<file path="src/rtl/mii_rx_pkg.sv">
package mii_rx_pkg;
  typedef enum logic [1:0] {
    ST_IDLE = 2'd0,
    ST_HUNT = 2'd1,
    ST_DATA = 2'd2
  } rx_state_e;

  localparam int unsigned NIB_W  = 4;
  localparam int unsigned BYTE_W = 2 * NIB_W;
endpackage

</file>
<file path="src/rtl/mii_rx_sfd_det.sv">
module mii_rx_sfd_det
  import mii_rx_pkg::*;
#(
  parameter logic [NIB_W-1:0] SFD_NIB = 4'hD
) (
  input  logic             clk_i,
  input  logic             rst_ni,
  input  logic             rx_dv_i,
  input  logic [NIB_W-1:0] rx_nib_i,
  input  logic             sfd_first_i,
  output logic             data_nib_o,
  output logic             frame_end_o
);
  rx_state_e state_q, state_d;

  always_comb begin
    state_d = state_q;
    unique case (state_q)
      ST_IDLE: begin
        if (rx_dv_i) begin
          // first-nibble mode: the opening nibble is the delimiter
          if (sfd_first_i || rx_nib_i == SFD_NIB) state_d = ST_DATA;
          else                                    state_d = ST_HUNT;
        end
      end
      ST_HUNT: begin
        if (!rx_dv_i)                    state_d = ST_IDLE;
        else if (rx_nib_i == SFD_NIB)    state_d = ST_DATA;
      end
      ST_DATA: begin
        if (!rx_dv_i) state_d = ST_IDLE;
      end
      default: state_d = ST_IDLE;
    endcase
  end

  always_ff @(posedge clk_i or negedge rst_ni) begin
    if (!rst_ni) state_q <= ST_IDLE;
    else         state_q <= state_d;
  end

  assign data_nib_o  = (state_q == ST_DATA) &&  rx_dv_i;
  assign frame_end_o = (state_q == ST_DATA) && !rx_dv_i;
endmodule

</file>
<file path="src/rtl/mii_rx_byte_pack.sv">
module mii_rx_byte_pack
  import mii_rx_pkg::*;
(
  input  logic              clk_i,
  input  logic              rst_ni,
  input  logic              data_nib_i,
  input  logic [NIB_W-1:0]  rx_nib_i,
  input  logic              frame_end_i,
  output logic              byte_done_o,
  output logic [BYTE_W-1:0] byte_o,
  output logic              byte_valid_o,
  output logic              sof_o
);
  logic             phase_q;
  logic [NIB_W-1:0] low_q;
  logic             first_q;
  logic [BYTE_W-1:0] byte_q;
  logic             vld_q, sof_q;

  assign byte_done_o = data_nib_i && phase_q;

  always_ff @(posedge clk_i or negedge rst_ni) begin
    if (!rst_ni) begin
      phase_q <= 1'b0;
      low_q   <= '0;
      first_q <= 1'b1;
      byte_q  <= '0;
      vld_q   <= 1'b0;
      sof_q   <= 1'b0;
    end else begin
      vld_q <= 1'b0;
      sof_q <= 1'b0;
      if (frame_end_i) begin
        phase_q <= 1'b0;  // odd trailing nibble is dropped
        first_q <= 1'b1;
      end else if (data_nib_i) begin
        if (!phase_q) begin
          low_q   <= rx_nib_i;
          phase_q <= 1'b1;
        end else begin
          byte_q  <= {rx_nib_i, low_q};
          vld_q   <= 1'b1;
          sof_q   <= first_q;
          first_q <= 1'b0;
          phase_q <= 1'b0;
        end
      end
    end
  end

  assign byte_o       = byte_q;
  assign byte_valid_o = vld_q;
  assign sof_o        = sof_q;
endmodule

</file>
<file path="src/rtl/mii_rx_runt_gate.sv">
module mii_rx_runt_gate #(
  parameter int unsigned MIN_BYTES = 64,
  localparam int unsigned CNT_W    = $clog2(MIN_BYTES + 1)
) (
  input  logic clk_i,
  input  logic rst_ni,
  input  logic byte_done_i,
  input  logic frame_end_i,
  input  logic accept_runt_i,
  output logic eof_o,
  output logic discard_o
);
  localparam logic [CNT_W-1:0] MIN_CNT = CNT_W'(MIN_BYTES);

  logic [CNT_W-1:0] cnt_q;
  logic             eof_q, disc_q;
  logic             empty, short_frm;

  assign empty     = (cnt_q == '0);
  assign short_frm = (cnt_q < MIN_CNT);

  always_ff @(posedge clk_i or negedge rst_ni) begin
    if (!rst_ni) begin
      cnt_q  <= '0;
      eof_q  <= 1'b0;
      disc_q <= 1'b0;
    end else begin
      eof_q  <= 1'b0;
      disc_q <= 1'b0;
      if (frame_end_i) begin
        cnt_q  <= '0;
        eof_q  <= !empty && (!short_frm || accept_runt_i);
        disc_q <= !empty &&   short_frm && !accept_runt_i;
      end else if (byte_done_i && short_frm) begin
        cnt_q <= cnt_q + 1'b1;  // saturates at the minimum
      end
    end
  end

  assign eof_o     = eof_q;
  assign discard_o = disc_q;
endmodule

</file>
<file path="src/rtl/mii_rx_framer.sv">
module mii_rx_framer
  import mii_rx_pkg::*;
#(
  parameter int unsigned      MIN_BYTES = 64,
  parameter logic [3:0]       SFD_NIB   = 4'hD
) (
  input  logic       clk_i,
  input  logic       rst_ni,
  input  logic       rx_dv_i,
  input  logic [3:0] rx_nib_i,
  input  logic       sfd_first_i,
  input  logic       accept_runt_i,
  output logic [7:0] byte_o,
  output logic       byte_valid_o,
  output logic       sof_o,
  output logic       eof_o,
  output logic       discard_o
);
  logic data_nib, frame_end, byte_done;

  mii_rx_sfd_det #(.SFD_NIB(SFD_NIB)) i_sfd_det (
    .clk_i       (clk_i),
    .rst_ni      (rst_ni),
    .rx_dv_i     (rx_dv_i),
    .rx_nib_i    (rx_nib_i),
    .sfd_first_i (sfd_first_i),
    .data_nib_o  (data_nib),
    .frame_end_o (frame_end)
  );

  mii_rx_byte_pack i_byte_pack (
    .clk_i        (clk_i),
    .rst_ni       (rst_ni),
    .data_nib_i   (data_nib),
    .rx_nib_i     (rx_nib_i),
    .frame_end_i  (frame_end),
    .byte_done_o  (byte_done),
    .byte_o       (byte_o),
    .byte_valid_o (byte_valid_o),
    .sof_o        (sof_o)
  );

  mii_rx_runt_gate #(.MIN_BYTES(MIN_BYTES)) i_runt_gate (
    .clk_i         (clk_i),
    .rst_ni        (rst_ni),
    .byte_done_i   (byte_done),
    .frame_end_i   (frame_end),
    .accept_runt_i (accept_runt_i),
    .eof_o         (eof_o),
    .discard_o     (discard_o)
  );
endmodule

</file>
<file path="config.mk">
export PLATFORM = sky130hd
export DESIGN_NAME = mii_rx_framer
export DESIGN_NICKNAME = d
export VERILOG_FILES = /design/src/rtl/mii_rx_pkg.sv /design/src/rtl/mii_rx_sfd_det.sv /design/src/rtl/mii_rx_byte_pack.sv /design/src/rtl/mii_rx_runt_gate.sv /design/src/rtl/mii_rx_framer.sv
export SDC_FILE = /design/constraint.sdc
export NUM_CORES = 1
export LEC_CHECK = 0
export ABC_CLOCK_PERIOD_IN_PS = 2009
export BUFFER_PORTS_ARGS = -buffer_cell sky130_fd_sc_hd__buf_2
export CORE_MARGIN = 2
export CORE_UTILIZATION = 50
export DETAILED_ROUTE_END_ITERATION = 6
export PLACE_DENSITY = 0.73
export SYNTH_ARGS = -nofsm -noshare
export SYNTH_HDL_FRONTEND = slang
export SYNTH_HIERARCHICAL = 1
export SYNTH_SLANG_ARGS = --single-unit
export TNS_END_PERCENT = 5
</file>
<file path="constraint.sdc">
create_clock -name clk_i -period 2.01 [get_ports clk_i]
set_input_delay 0.1005 -clock clk_i [delete_from_list [all_inputs] [get_ports clk_i]]
set_output_delay 0.1005 -clock clk_i [all_outputs]
set_load 0.03 [all_outputs]
</file>
# Word-level counts from Yosys, hierarchy flattened
# Index checks and enable logic that the tools add are counted.
[op_classes]
n_addsub = 1
order_cmp = 1
eq_ne = 6
n_mux = 22
n_bitwise = 2
reduce_logical = 22
[op_table]
columns = ["op", "count"]
rows = [
  ["$mux W1", 14],
  ["$mux W7", 2],
  ["$mux W2", 5],
  ["$reduce_and A3 Y1", 3],
  ["$add A7 B1 Y7 const B", 1],
  ["$logic_and A1 B1 Y1", 7],
  ["$logic_not A7 Y1", 1],
  ["$lt A7 B7 Y1 const B", 1],
  ["$pmux W2 S3", 1],
  ["$reduce_bool A2 Y1", 3],
  ["$eq A4 B4 Y1 const B", 1],
  ["$logic_not A1 Y1", 4],
  ["$ne A2 B2 Y1 const B", 2],
  ["$ne A3 B2 Y1 const B", 1],
  ["$eq A2 B1 Y1 const B", 1],
  ["$eq A2 B2 Y1 const B", 1],
  ["$logic_not A2 Y1", 1],
  ["$logic_or A1 B1 Y1", 2],
  ["$not A1 Y1", 2],
  ["$reduce_and A2 Y1", 1],
]
[totals]
register_bits = 27
input_bits = 9
out_inout_bits = 12
word_cells = 64

# Depth between registers and ports, before layout
[logic_depth]
ltp_word = 6
mapped_depth = 7
ltp_nobuf = 7

# Hierarchy
# Netlist, hierarchy kept.
[modules_own_cells]
columns = ["mod", "instances", "cells_each", "area_per_inst_um2", "seq_area_each_um2"]
rows = [
  ["mii_rx_byte_pack", 1, 39, 633.1, 401.6],
  ["mii_rx_runt_gate", 1, 42, 451.7, 225.2],
  ["mii_rx_sfd_det", 1, 11, 110.1, 50.0],
]

# Least setup slack after synthesis
# Ideal clock, no wire load.
[synth_path]
path_kind = "register -> register"
start = "reg i_sfd_det.state_q[0]"
end = "reg i_runt_gate.cnt_q[5]"
setup_ns = 0.074
arrival_ns = 1.706
required_ns = 1.936
setup_slack_ns = 0.230
path_stages_with_launch = 7
n_path_buf = 0
synth_period_minus_slack_ns = 1.780
cell_sequence = "dfrtp_1 -> nor3b_1 -> nand2_1 -> inv_1 -> nand2b_4 -> or4_4 -> a21oi_2"
[synth_via]
elab_chain_len = 5
elab_cells_between_ends = 7
classes_between = "eq/ne (1); mux (1); reduce/logical (5)"
[synth_rtl]
columns = ["element", "line_no", "text"]
rows = [
  ["start, declared", "mii_rx_sfd_det.sv:14", "rx_state_e state_q, state_d;"],
  ["start signal, assigned", "mii_rx_sfd_det.sv:39", "else state_q <= state_d;"],
  ["$eq A2 B2 Y1", "mii_rx_sfd_det.sv:42", "assign data_nib_o = (state_q == ST_DATA) && rx_dv_i;"],
  ["$logic_and A1 B1 Y1", "mii_rx_sfd_det.sv:42", ""],
  ["named net data_nib", "mii_rx_framer.sv:19", "logic data_nib, frame_end, byte_done;"],
  ["$logic_and A1 B1 Y1", "mii_rx_byte_pack.sv:20", "assign byte_done_o = data_nib_i && phase_q;"],
  ["named net byte_done", "mii_rx_framer.sv:19", ""],
  ["$logic_and A1 B1 Y1", "mii_rx_runt_gate.sv:34", "end else if (byte_done_i && short_frm) begin"],
  ["$reduce_bool A2 Y1 (no source line)", "--", ""],
  ["end signal, assigned", "mii_rx_runt_gate.sv:35", "cnt_q <= cnt_q + 1'b1;"],
  ["end, declared", "mii_rx_runt_gate.sv:15", "logic [CNT_W-1:0] cnt_q;"],
]
# The timed path passes the listed nets, and every way through them passes these cells.
# A chain may end at the register's enable or synchronous reset.

# Worst setup path in the final report
[layout_path]
start = "reg i_sfd_det.state_q[0]"
end = "reg i_runt_gate.cnt_q[4]"
# Same word-level chain as after synthesis.

==> out/metrics.yaml <==
detailed_routing:
  drt_pre_antenna_iters: 4
  viasPerCell: 5.14
  post-route-drc-count: 0
  drtIter0Drc: 12
  wl_um: 1990
  vias: 760
  drtAntennaViolNets: 0
  wl_per_cell_um: 13.5
cts:
  clockBufferDepth: 2
  hold_buffers: 2
  cts_setup_buffers: 0
  htreeDepth: 1
  post_cts_resized: 0
  cts.clk_slew.worst_paths_ns: 0.14
  cts_tree: "yes"
  cts_sinks: 27
  cts_root_buf: "clkbuf_4"
  insertion_delay_ns: 0.32
  cts_buffers: 3
floorplanning:
  core-area_um2: 2230
  die_area_um2: 2800
  io_pins: 21
  row_count: 17
  die_w_um: 52.9
  chipHeight_um: 52.9
  start_util: 0.535
synthesis:
  synth_area_leaders: "dfrtp_1 (54%), mux2_4 (10%), nor2_1 (2.8%), mux2_1 (2.8%), dfstp_2 (2.2%)"
  seq_area_frac_synth: 0.566
  synth_top_area_frac: 0.545
  synthCells: 92
  ys_seq_elements: 27
  synth.largest_area_cell: "dfrtp_1"
  syn-num-nets: 103
  yosys_warnings: 6
  netlist_area_um2: 1190
  synth.distinct_cells: 35
  synth_area_per_cell_um2: 13.0
status:
  outcome: "completed"
grt:
  track_usage: 0.161
  grt_max_degree: 28
  antenna_found_initial: 0
  grt_pass1_vias: 707
  grt_pass1_wl_um: 3180
  grt-ovfl-total: 0
sta:
  slew_viol_final: 0
  tightest_slew_ns: 0.590
  period_share: 0.881
  setup_viol: 0
  max-slew-margin-rel: 0.607
  final_hold_viol_count: 0
  rsz0062_at_grt: "no"
  tns_ns: 0
  fmax_mhz: 565
  fin_worst_skew_ns: 0.00402
  fin_crit_ns: 1.77
placed_design:
  place.gp.congestion: 0.821
  post-dp-hpwl_um: 1470
  dp.cells: 142
  io_buffers: 20
pwr:
  power_mw: 1.60
  p_leak_nw: 0.721
  powerDensity_nw_per_um2: 1150
  peakVddDrop_mv: 0.722
worst_setup_path:
  endpoint_kind: "register"
  worstSetupPathType: "register to register"
  crit_path_max_fanout: 4
  cp-start-kind: "register"
  worstRegToRegCells: 6
  worstPathRequired_ns: 2.26
  crit_arrival_ns: 2.02
finish:
  num-fill-cells: 182
  drive_above_1_share: 0.383
  instances_no_fill: 148
  final_common_cell: "dfrtp_1"
  nets: 132
  antenna_cells: 0
  area_growth_pct: 16.9
  final_cell_mix: "dfrtp_1 (26), buf_2 (20), nor2_1 (9)"
  final_util: 0.625
hold_path:
  hold_path_class: "input pin to register"
  hold_depth: 2
run:
  cap_violations: 0
-- cell type report --
type	count	area, um^2	area share
clock inverters	1	5.00	0.00358
clock buffers	3	22.5	0.0161
repair buffers	26	150	0.108
multi-input cells	57	484	0.347
inverters	6	22.5	0.0161
flip-flops and latches	27	677	0.485
well taps	28	35.0	0.0251
-- critical path, cell delays in order (launching register included) --
cell	delay (ns)
dfrtp_1	0.43
nor3b_1	0.29
nand2_1	0.11
inv_1	0.13
nand4_1	0.16
or3_2	0.44
a21oi_1	0.15
-- final timing paths --
| kind | startpoint | slack (ns) | to |
|---|---|---|---|
| worst max-delay path | i_sfd_det/state_q[0] | 0.24 | i_runt_gate/cnt_q[4] |
| worst min-delay path | rx_nib_i[1] | 0.03 | i_byte_pack/low_q[1] |
| worst max register to register | i_sfd_det/state_q[0] | 0.24 | i_runt_gate/cnt_q[4] |
| worst min register to register | i_byte_pack/first_q | 0.49 | i_byte_pack/sof_o |
| max in group asynchronous | rst_ni | 1.33 | i_byte_pack/first_q |
| min in group asynchronous | rst_ni | 0.30 | i_byte_pack/byte_o[1] |
-- cell families after synthesis --
kind of cell | share of synthesized area
compound gates | 0.0628
mux | 0.147
simple gates | 0.153
xor+xnor | 0.0220
fa+ha+maj | 0.0209
flops | 0.566
buf+inv | 0.0283
-- Yosys cell counts --
master and count:
a21o_1 1, a21oi_1 2, a21oi_2 1, buf_4 1, clkbuf_1 1, dfrtp_1 26, dfstp_2 1, ha_1 2
inv_1 6, mux2_1 3, mux2_2 1, mux2_4 8, mux2i_1 1, nand2_1 3, nand2b_1 1, nand2b_4 1
nand3_1 1, nand3b_1 2, nand4_1 1, nand4b_1 1, nor2_1 9, nor2b_1 1, nor3_1 1, nor3b_1 3
nor3b_2 1, o21ai_0 2, o21ba_2 1, o31ai_1 1, o31ai_2 1, o32ai_1 1, or3_2 2, or4_4 1
or4b_1 1, xnor2_1 2, xor2_1 1
-- routing by layer --
| metal | GRT usage | share of wire | wire length (um) |
|---|---|---|---|
| met3 | 0.0254 | 0.030 | 59 |
| met1 | 0.224 | 0.46 | 910 |
| met4 | 0.0641 | 0.0060 | 12 |
| met2 | 0.250 | 0.51 | 1010 |
| met5 | 0 | 0 | 0 |
-- metrics by stage --
step	area, um^2	setup slack, ns	hold WS, ns
after floorplan	1190	0.230	-0.195
after global placement	1350	0.322	0.133
after detailed placement	1350	0.264	0.136
after CTS	1400	0.234	0.0151
after global routing	1400	0.138	0.0120
final	1400	0.239	0.0307
-- state kept, by name, summed over array words and instances (netlist names), 2 cells and up --
| name | count |
|---|---|
| i_byte_pack/low_q | 4 |
| i_runt_gate/cnt_q | 7 |
| i_sfd_det/state_q | 2 |
| i_byte_pack/byte_o | 8 |
-- power breakdown --
part / internal (mW) / switching, mW
registers: 0.707 / 0.0954
logic: 0.260 / 0.312
clock network: 0.0744 / 0.154
total: 1.04 / 0.561
(Power assumes the default switching activity.)
